## src/rtl/mwd_pkg.sv

```systemverilog
package mwd_pkg;
  typedef enum logic [1:0] {
    RES_NONE = 2'd0,
    RES_RAM  = 2'd1,
    RES_HIZ  = 2'd2,
    RES_ERR  = 2'd3
  } mwd_res_e;
endpackage

```

## src/rtl/mwd_mapreg.sv

```systemverilog
module mwd_mapreg #(
  parameter int          REG_W     = 32,
  parameter int          MAP_LSB   = 9,
  parameter int          MAP_W     = 3,
  parameter logic [2:0]  RESET_MAP = 3'b101
) (
  input  logic             clk,
  input  logic             rst_n,
  input  logic             we,
  input  logic [REG_W-1:0] wdata,
  output logic [MAP_W-1:0] map_type
);
  logic [MAP_W-1:0] map_d;

  always_comb begin
    map_d = map_type;
    if (we) map_d = wdata[MAP_LSB +: MAP_W];
  end

  always_ff @(posedge clk or negedge rst_n) begin
    if (!rst_n) map_type <= MAP_W'(RESET_MAP);
    else        map_type <= map_d;
  end

  // the field only moves on a write
  a_r4_map_holds: assert property (@(posedge clk) disable iff (!rst_n)
    !we |=> $stable(map_type));
  a_r4_map_loads: assert property (@(posedge clk) disable iff (!rst_n)
    we |=> (map_type == $past(wdata[MAP_LSB +: MAP_W])));
endmodule

```

## src/rtl/mwd_region_dec.sv

```systemverilog
module mwd_region_dec
  import mwd_pkg::*;
#(
  parameter int ADDR_W     = 23,
  parameter int UNIT_SHIFT = 20,
  parameter int SMALL_W    = 21
) (
  input  logic [2:0]        map_type,
  input  logic [ADDR_W-1:0] addr,
  input  logic              ram_large,
  output mwd_res_e          result,
  output logic [ADDR_W-1:0] offset
);
  localparam int UNIT_W = ADDR_W - UNIT_SHIFT;
  localparam int CMP_W  = UNIT_W + 2;
  localparam logic [ADDR_W-1:0] SMALL_MASK = ADDR_W'((64'(1) << SMALL_W) - 64'(1));

  logic [1:0]       size_log;
  logic [CMP_W-1:0] unit_idx;
  logic [CMP_W-1:0] ram_units;
  logic [CMP_W-1:0] float_top;
  logic [ADDR_W-1:0] wrap_addr;

  always_comb begin
    // RAM size in 1 MB units: {bit0,bit2} gives log2 of the size
    size_log  = {map_type[0], map_type[2]};
    ram_units = CMP_W'(1) << size_log;
    float_top = ram_units << 1;
    unit_idx  = CMP_W'(addr[ADDR_W-1:UNIT_SHIFT]);
    wrap_addr = ram_large ? addr : (addr & SMALL_MASK);

    if (unit_idx < ram_units) begin
      result = RES_RAM;
      offset = wrap_addr;
    end else if (map_type[1] && (unit_idx < float_top)) begin
      result = RES_HIZ;
      offset = '0;
    end else begin
      result = RES_ERR;
      offset = '0;
    end
  end
endmodule

```

## src/rtl/mem_window_decoder.sv

```systemverilog
module mem_window_decoder
  import mwd_pkg::*;
#(
  parameter int ADDR_W     = 23,
  parameter int REG_W      = 32,
  parameter int MAP_LSB    = 9,
  parameter int DATA_W     = 32,
  parameter int UNIT_SHIFT = 20,
  parameter int SMALL_W    = 21
) (
  input  logic              clk,
  input  logic              rst_n,
  input  logic              cfg_we,
  input  logic [REG_W-1:0]  cfg_wdata,
  input  logic              ram_large,
  input  logic              acc_valid,
  input  logic [ADDR_W-1:0] acc_addr,
  output logic              rsp_valid,
  output logic              rsp_hit,
  output logic              rsp_hiz,
  output logic              rsp_bus_error,
  output logic [ADDR_W-1:0] rsp_offset,
  output logic [DATA_W-1:0] rsp_fill
);
  localparam int MAP_W = 3;

  // reset: asserted asynchronously, released on a clock edge
  logic [1:0] rst_sync;
  logic       rst_s_n;

  always_ff @(posedge clk or negedge rst_n) begin
    if (!rst_n) rst_sync <= 2'b00;
    else        rst_sync <= {rst_sync[0], 1'b1};
  end
  assign rst_s_n = rst_sync[1];

  logic [MAP_W-1:0]  map_type;
  mwd_res_e          dec_res;
  logic [ADDR_W-1:0] dec_off;

  mwd_mapreg #(
    .REG_W(REG_W), .MAP_LSB(MAP_LSB), .MAP_W(MAP_W), .RESET_MAP(3'b101)
  ) i_mapreg (
    .clk(clk), .rst_n(rst_s_n), .we(cfg_we), .wdata(cfg_wdata), .map_type(map_type)
  );

  mwd_region_dec #(
    .ADDR_W(ADDR_W), .UNIT_SHIFT(UNIT_SHIFT), .SMALL_W(SMALL_W)
  ) i_dec (
    .map_type(map_type), .addr(acc_addr), .ram_large(ram_large),
    .result(dec_res), .offset(dec_off)
  );

  // next-state for the response registers
  logic              valid_d, hit_d, hiz_d, err_d;
  logic [ADDR_W-1:0] off_d;
  logic [DATA_W-1:0] fill_d;

  always_comb begin
    valid_d = acc_valid;
    hit_d   = acc_valid && (dec_res == RES_RAM);
    hiz_d   = acc_valid && (dec_res == RES_HIZ);
    err_d   = acc_valid && (dec_res == RES_ERR);
    off_d   = hit_d ? dec_off : '0;
    fill_d  = hiz_d ? '1 : '0;
  end

  always_ff @(posedge clk or negedge rst_s_n) begin
    if (!rst_s_n) begin
      rsp_valid     <= 1'b0;
      rsp_hit       <= 1'b0;
      rsp_hiz       <= 1'b0;
      rsp_bus_error <= 1'b0;
      rsp_offset    <= '0;
      rsp_fill      <= '0;
    end else begin
      rsp_valid     <= valid_d;
      rsp_hit       <= hit_d;
      rsp_hiz       <= hiz_d;
      rsp_bus_error <= err_d;
      rsp_offset    <= off_d;
      rsp_fill      <= fill_d;
    end
  end

  // one-cycle response latency, quiet when idle
  a_r2_strobe_answered: assert property (@(posedge clk) disable iff (!rst_s_n)
    acc_valid |=> rsp_valid);
  a_r2_idle_quiet: assert property (@(posedge clk) disable iff (!rst_s_n)
    !acc_valid |=> (!rsp_valid && !rsp_hit && !rsp_hiz && !rsp_bus_error));
  // one outcome per response
  a_r3_one_outcome: assert property (@(posedge clk) disable iff (!rst_s_n)
    rsp_valid |-> ($countones({rsp_hit, rsp_hiz, rsp_bus_error}) == 1));
  // no offset leaks out on a non-RAM response
  a_r8_offset_only_on_hit: assert property (@(posedge clk) disable iff (!rst_s_n)
    !rsp_hit |-> (rsp_offset == '0));
  // with small RAM fitted the offset stays within it
  a_r10_small_wraps: assert property (@(posedge clk) disable iff (!rst_s_n)
    (rsp_hit && !$past(ram_large)) |-> ((rsp_offset >> SMALL_W) == '0));
  // fill pattern tracks the floating outcome
  a_r9_fill_ones: assert property (@(posedge clk) disable iff (!rst_s_n)
    rsp_hiz |-> (rsp_fill == '1));
  a_r9_fill_zero: assert property (@(posedge clk) disable iff (!rst_s_n)
    !rsp_hiz |-> (rsp_fill == '0));
endmodule

```

## config.mk

```make
export PLATFORM = sky130hd
export DESIGN_NAME = mem_window_decoder
export DESIGN_NICKNAME = d
export VERILOG_FILES = /design/src/rtl/mwd_pkg.sv /design/src/rtl/mwd_mapreg.sv /design/src/rtl/mwd_region_dec.sv /design/src/rtl/mem_window_decoder.sv
export SDC_FILE = /design/constraint.sdc
export NUM_CORES = 1
export LEC_CHECK = 0
export ABC_AREA = 1
export BUFFER_PORTS_ARGS = -buffer_cell sky130_fd_sc_hd__buf_2
export CORE_ASPECT_RATIO = 0.75
export CORE_MARGIN = 3
export CORE_UTILIZATION = 30
export DETAILED_ROUTE_END_ITERATION = 16
export GPL_TIMING_DRIVEN = 1
export REMOVE_ABC_BUFFERS = 1
export SLEW_MARGIN = 20
export SYNTH_ARGS = -nofsm -noshare
export SYNTH_HDL_FRONTEND = slang
export SYNTH_SLANG_ARGS = --single-unit
```

## constraint.sdc

```tcl
create_clock -name clk -period 1.4 [get_ports clk]
set_input_delay 0.28 -clock clk [delete_from_list [all_inputs] [get_ports clk]]
set_output_delay 0.28 -clock clk [all_outputs]
set_load 0.1 [all_outputs]
```

==> results of run 1 <==
-- layout by cell type (no fill, tap or decap) --
cell / instances
nor2_2: 10
clkinv_2: 1
mux2_2: 1
a21oi_1: 1
nor2_4: 4
dfstp_2: 2
clkinvlp_4: 1
bufinv_16: 1
ha_4: 3
nand2_1: 12
inv_1: 26
conb_1: 1
clkbuf_16: 3
buf_2: 56
clkbuf_8: 5
dfrtp_2: 1
dlygate4sd3_1: 1
nand3_1: 2
nand2_2: 6
nor2_1: 11
nand3_4: 1
buf_4: 6
buf_16: 2
dfrtp_1: 29
inv_2: 2
o21ai_0: 2
buf_12: 36
-- cells in the mapped netlist --
master,number
dfstp_2,2
buf_6,2
nand3_4,1
nand3_1,2
nor2_2,1
inv_1,27
buf_4,32
mux2_2,1
nand2_1,17
ha_1,3
a21oi_1,1
inv_2,1
nor2_1,24
conb_1,1
o21ai_0,2
nand2_2,1
dfrtp_1,30
-- how the worst max path moves through the flow --
stage / cells past startpoint / end / slack [ns] / start
detailed placement: 8 / rsp_offset[7] / -0.15 / i_mapreg.map_type[0]
global route: 9 / rsp_offset[10] / -0.24 / i_mapreg.map_type[2]
global placement: 8 / rsp_offset[2] / -0.12 / i_mapreg.map_type[0]
finish: 8 / rsp_offset[6] / -0.16 / i_mapreg.map_type[0]
floorplan: 0 / rsp_fill[0] / -18.82 / rsp_fill[30]
CTS: 8 / rsp_offset[7] / -0.17 / i_mapreg.map_type[0]
-- stage by stage --
step                setup TNS, ns  setup slack, ns  std cells
global placement            -2.88           -0.123        270
global route                -8.81           -0.238        283
CTS                         -6.22           -0.169        283
floorplan                 -622.08           -18.82        114
finish                      -5.44           -0.162        283
detailed placement          -3.36           -0.152        270
-- registers in the layout (all words and copies together) (netlist names) --
signal             cells
rsp_valid              1
rst_sync               2
rsp_hit                1
rsp_fill               1
rsp_offset            23
i_mapreg.map_type      3
rsp_bus_error          1
-- timing repair --
item / 4_1_cts / 5_1_grt
hold endpoints to repair: 2 / 0
pin swaps: 1 / 5
endpoints found under the setup margin: 59 / 59
gates cloned: 2 / 2
gates resized for setup: 9 / 29
hold buffers: 1 / 0
buffers inserted: 2 / 0
-- worst max-delay path, stage by stage (launching register included) --
cell	delay, ns
dfstp_2	0.56
nand2_2	0.07
ha_4	0.27
nand2_2	0.05
nor2_2	0.10
nand2_2	0.08
nand3_4	0.12
clkbuf_16	0.17
nor2_2	0.03
-- cell type report --
cell class / instances / area (um^2) / area share (%)
repair buffers: 104 / 1190 / 44.9
clock buffers: 5 / 68.8 / 2.60
multi-input cells: 54 / 364 / 13.8
clock inverters: 3 / 42.5 / 1.61
inverters: 28 / 105 / 3.98
flip-flops and latches: 32 / 805 / 30.4
well taps: 57 / 71.3 / 2.70
-- power by group --
part           total [mW]  switching, mW  internal (mW)
Clock               0.855          0.329          0.526
Combinational        1.70           1.21          0.494
Sequential           1.03         0.0305          0.996
-- metal layers --
metal  share of wire (%)  wire, um  GRT usage, %  up-vias
met3                 6.7       242          4.73        2
met5                   0         0             0        -
met2                  56      2030          20.5       36
li1                    -         -             -      549
met1                  37      1340          14.5      515
met4                0.36        13          2.37        0
-- logic make-up after synthesis --
group | Yosys count | synth area share, %
mux | 1 | 0.786
flops | 32 | 56.1
fa+ha+maj | 3 | 2.62
buf+inv | 62 | 25.7
simple gates | 46 | 13.5
compound gates | 3 | 1.05
other cells | 1 | 0.262
==> results.py, run 1 <==
metrics = {
    "worst_hold_path": {
        "min_from": "acc_valid",
        "min_delay_worst_endpoint": "rsp_valid",
        "timing.hold.worst.class": "in2reg",
        "timing.hold.worst_path_depth": 1,
    },
    "floorplan": {
        "fp.coreArea_um2": 4520,
        "initial_core_util_pct": 31.7,
        "placementRows": 21,
        "floorplan.die_area_um2": 5650,
        "die_extent_in_y_um": 65.8,
        "die_width_um": 85.8,
        "top_level_ports": 119,
    },
    "place": {
        "numPortBuffers": 89,
        "placement.cell_area_um2": 2290,
        "gp_congestion": 0.694,
        "place_hpwl_um": 2580,
    },
    "synth": {
        "synth.area.top_cells": "dfrtp_1 52%, buf_4 17%, inv_1 7.1%, nor2_1 6.3%, nand2_1 4.5%",
        "yosysTopAreaCell": "dfrtp_1",
        "mappedNetlistArea_um2": 1430,
        "ys_seq_elements": 32,
        "syn_area_per_cell_um2": 9.68,
        "syn-instance-count": 148,
        "sequential_fraction_of_the_synthesis_area_pct": 56.1,
        "yosys_warns": 0,
        "synthDistinctLibCells": 17,
        "synth_largest_type_area_fraction_pct": 52.4,
    },
    "final_layout": {
        "syn2layout_area_growth_pct": 84.5,
        "fin_util_pct": 58.5,
        "finish.net_count": 288,
        "layout_cells_sized_above_1_pct": 62.4,
        "antenna_cells_inserted": 0,
        "layout_filler_cell_count": 394,
        "final_design_area_no_fill_um2": 2640,
    },
    "clock_tree": {
        "clkTransAtPathRegs_ns": 0.06,
        "h-tree-depth": 2,
        "cts_sinks": 32,
        "clock_insertion_delay_worst_skew_ns": 0.28,
        "tritoncts.num_buffers": 5,
        "cts_tree": "done",
        "clk_root_buffer_cell": "clkbuf_8",
        "ctsLongestPathBuffers": 2,
    },
    "sta": {
        "post-route-worst-setup-slack_ns": -0.162,
        "final.min_clock_period_ns": 1.56,
        "finClkSkew_ns": 0.00617,
        "setup_repair_after_global_routing_missed_its_margin": "yes",
        "achievable-frequency_ghz": 0.640,
        "timing.final.hold_violations": 0,
        "timing.final.max_slew_violations": 0,
        "hold_slack_ns": 0.176,
        "setup-violations-final": 59,
        "finalCritPeriodShare_pct": 112,
    },
    "route": {
        "via_per_inst": 3.89,
        "final_antenna_net_count": 0,
        "firstDrtPassIters": 4,
        "route.detailed.wl_per_inst_um": 12.8,
        "routed-via-count": 1102,
        "drc_violations_left": 0,
        "wirelength_um": 3620,
        "drt_first_iter_violations": 19,
    },
    "status": {
        "status": "complete, but fails checks",
        "failing_checks": "setup timing",
    },
    "power_and_ir_drop": {
        "p_per_area_nw_per_um2": 1360,
        "power.total_mw": 3.58,
        "max-vdd-ir-drop_mv": 0.840,
        "leakagePower_nw": 1.40,
    },
    "global_routing": {
        "groute.usage.overall_pct": 12.0,
        "first_global_vias": 1071,
        "grt_start_max_net_pins": 31,
        "grt_pass1_wl_um": 5240,
        "gr-total-overflow": 0,
        "antenna_found_initial": 0,
    },
    "worst_setup_path": {
        "critical_path.endpoint_type": "flip-flop",
        "critPathRequiredTime_ns": 1.57,
        "crit_fanout": 6,
        "crit-reg2reg-capture": "rsp_offset[6]",
        "timing.setup.critical_path_class": "reg2reg",
        "worst_setup_path_start_kind": "flip-flop",
        "worst-r2r-setup-slack_ns": -0.16,
        "worst_r2r_startpoint": "i_mapreg.map_type[0]",
        "timing.critical_path.arrival_ns": 1.73,
        "worst-r2r-cell-count": 8,
    },
    "job": {
        "max_cap_viol_count": 0,
    },
}
(Power assumes the default switching activity.)
==> inputs of run 2 (changes only) <==
==> constraint.sdc (replaced) <==
create_clock -name clk -period 1.7 [get_ports clk]
set_input_delay 0.34 -clock clk [delete_from_list [all_inputs] [get_ports clk]]
set_output_delay 0.34 -clock clk [all_outputs]
set_load 0.1 [all_outputs]
==> run 2 against run 1 <==
- the run now ends clean
- final cell count decreased by 2.8%
- register-to-register slack improved by 0.30 ns
- sequential share of layout area rose by 3.3 points
- critical path type is now reg2out
- largest cell class unchanged
- highest routed layer unchanged
==> results.py, run 2 (synthesis results as in run 1) <==
metrics = {
    "status": {
        "status": "finished, final reports clean",
    },
    "worst_hold_path": {
        "timing.hold.worst.class": "reg2async",
    },
    "clock_tree": {
        "clk_root_buffer_cell": "clkbuf_8",
        "cts_tree": "done",
        "cts_sinks": 32,
        "clock_insertion_delay_worst_skew_ns": 0.28,
        "tritoncts.num_buffers": 5,
        "h-tree-depth": 2,
        "cts_setup_buffers": 0,
        "ctsLongestPathBuffers": 2,
        "clkTransAtPathRegs_ns": 0.07,
    },
    "floorplan": {
        "initial_core_util_pct": 31.7,
        "fp.coreArea_um2": 4520,
        "floorplan.die_area_um2": 5650,
        "die_width_um": 85.8,
        "placementRows": 21,
        "top_level_ports": 119,
        "die_extent_in_y_um": 65.8,
    },
    "worst_setup_path": {
        "timing.setup.critical_path_class": "reg2out",
        "critical_path.endpoint_type": "output pin",
        "timing.critical_path.arrival_ns": 1.26,
        "critPathRequiredTime_ns": 1.36,
        "crit_fanout": 30,
        "worst-r2r-cell-count": 7,
        "worst_setup_path_start_kind": "flip-flop",
    },
    "route": {
        "routed-via-count": 1065,
        "wirelength_um": 3430,
        "drc_violations_left": 0,
        "via_per_inst": 3.87,
        "drt_first_iter_violations": 49,
        "firstDrtPassIters": 4,
        "final_antenna_net_count": 0,
        "route.detailed.wl_per_inst_um": 12.5,
    },
    "place": {
        "placement.cell_area_um2": 2220,
        "place_hpwl_um": 2490,
        "gp_congestion": 0.703,
        "numPortBuffers": 89,
    },
    "job": {
        "max_cap_viol_count": 0,
    },
    "global_routing": {
        "grt_start_max_net_pins": 31,
        "antenna_found_initial": 0,
        "groute.usage.overall_pct": 11.7,
        "first_global_vias": 1048,
        "grt_pass1_wl_um": 5020,
        "gr-total-overflow": 0,
    },
    "final_layout": {
        "antenna_cells_inserted": 0,
        "syn2layout_area_growth_pct": 66.4,
        "layout.cells.most_common_list": "56 x buf_2, 34 x buf_12, 30 x dfrtp_1",
        "largestRegisters": "rsp_offset x23, i_mapreg.map_type x3, rst_sync x2",
        "largest_register_ffs": 23,
        "max_flop_register": "rsp_offset",
        "layout_cells_sized_above_1_pct": 51.4,
        "final_design_area_no_fill_um2": 2380,
        "final_common_cell": "buf_2",
        "finish.net_count": 280,
    },
    "sta": {
        "setup-violations-final": 0,
        "finalCritPeriodShare_pct": 94.1,
        "timing.final.max_slew_violations": 0,
        "hold_slack_ns": 0.250,
        "final.min_clock_period_ns": 1.60,
        "timing.final.hold_violations": 0,
        "achievable-frequency_ghz": 0.625,
        "finClkSkew_ns": 0.00526,
        "timing.setup.tns_ns": 0,
        "setup_repair_after_global_routing_missed_its_margin": "no",
    },
    "power_and_ir_drop": {
        "p_per_area_nw_per_um2": 1190,
        "internal_power_mw": 1.57,
        "sequential_power_share_pct": 29.4,
        "leakagePower_nw": 1.32,
        "power_frac_comb_pct": 45.3,
        "max-vdd-ir-drop_mv": 0.700,
        "switching_power_of_the_nets_mw": 1.27,
        "clockPowerShare_pct": 25.3,
        "switching_share_pct": 44.7,
    },
}
run 2: worst max-delay path: stages, from the launching register on:
cell     delay [ns]
dfrtp_1        0.39
buf_12         0.34
buf_12         0.23
run 2: per-stage QoR:
stage                     std cells  utilization [%]  setup slack [ns]  power, mW
after floorplan                 114                -            -18.58       1.53
after global placement          264             49.2            0.0737       2.12
after detailed placement        264             49.2            0.0275       2.12
after CTS                       273             51.9           0.00614       2.85
after global routing            275             52.7            0.0141       2.96
final                           275             52.7             0.101       2.85
run 2: power by group through the flow:
| stage | clock [mW] | combinational [mW] | sequential (mW) |
|---|---|---|---|
| 2_1_floorplan | 0 | 0.0907 | 1.44 |
| 3_3_place_gp | 0 | 1.27 | 0.850 |
| 3_5_place_dp | 0 | 1.27 | 0.853 |
| 4_1_cts | 0.740 | 1.28 | 0.839 |
| 5_1_grt | 0.779 | 1.34 | 0.844 |
| 6_report | 0.720 | 1.29 | 0.838 |
run 2: path summary, 6_finish.rpt:
kind | from | endpoint | slack (ns)
max in group asynchronous | rst_sync[1] | i_mapreg.map_type[2] | 1.14
max reg2reg | i_mapreg.map_type[0] | rsp_offset[21] | 0.14
max | rsp_fill[30] | rsp_fill[0] | 0.10
min in group clk | acc_addr[4] | rsp_offset[4] | 0.26
min reg2reg | rst_sync[1] | i_mapreg.map_type[1] | 0.25
min | rst_sync[1] | i_mapreg.map_type[1] | 0.25
run 2: per-layer routing:
metal  up-vias  GRT usage [%]  wire length, um
met3         6           4.23              221
met1       484           13.3             1360
li1        538              -                -
met5         -              0                0
met2        37           20.3             1830
met4         0           4.15               26
run 2: repair_timing:
action	4_1_cts	5_1_grt
hold buffers	1	0
endpoints found under the setup margin	0	24
resized for setup	0	4
hold endpoints to repair	2	0
run 2: layout make-up:
cell class | count | area, um^2
fill | 398 | 2140
timing repair buffer | 94 | 993
sequential | 32 | 803
multi-input combinational | 56 | 299
inverter | 28 | 105
tap | 57 | 71.3
clock buffer | 5 | 68.8
clock inverter | 3 | 42.5
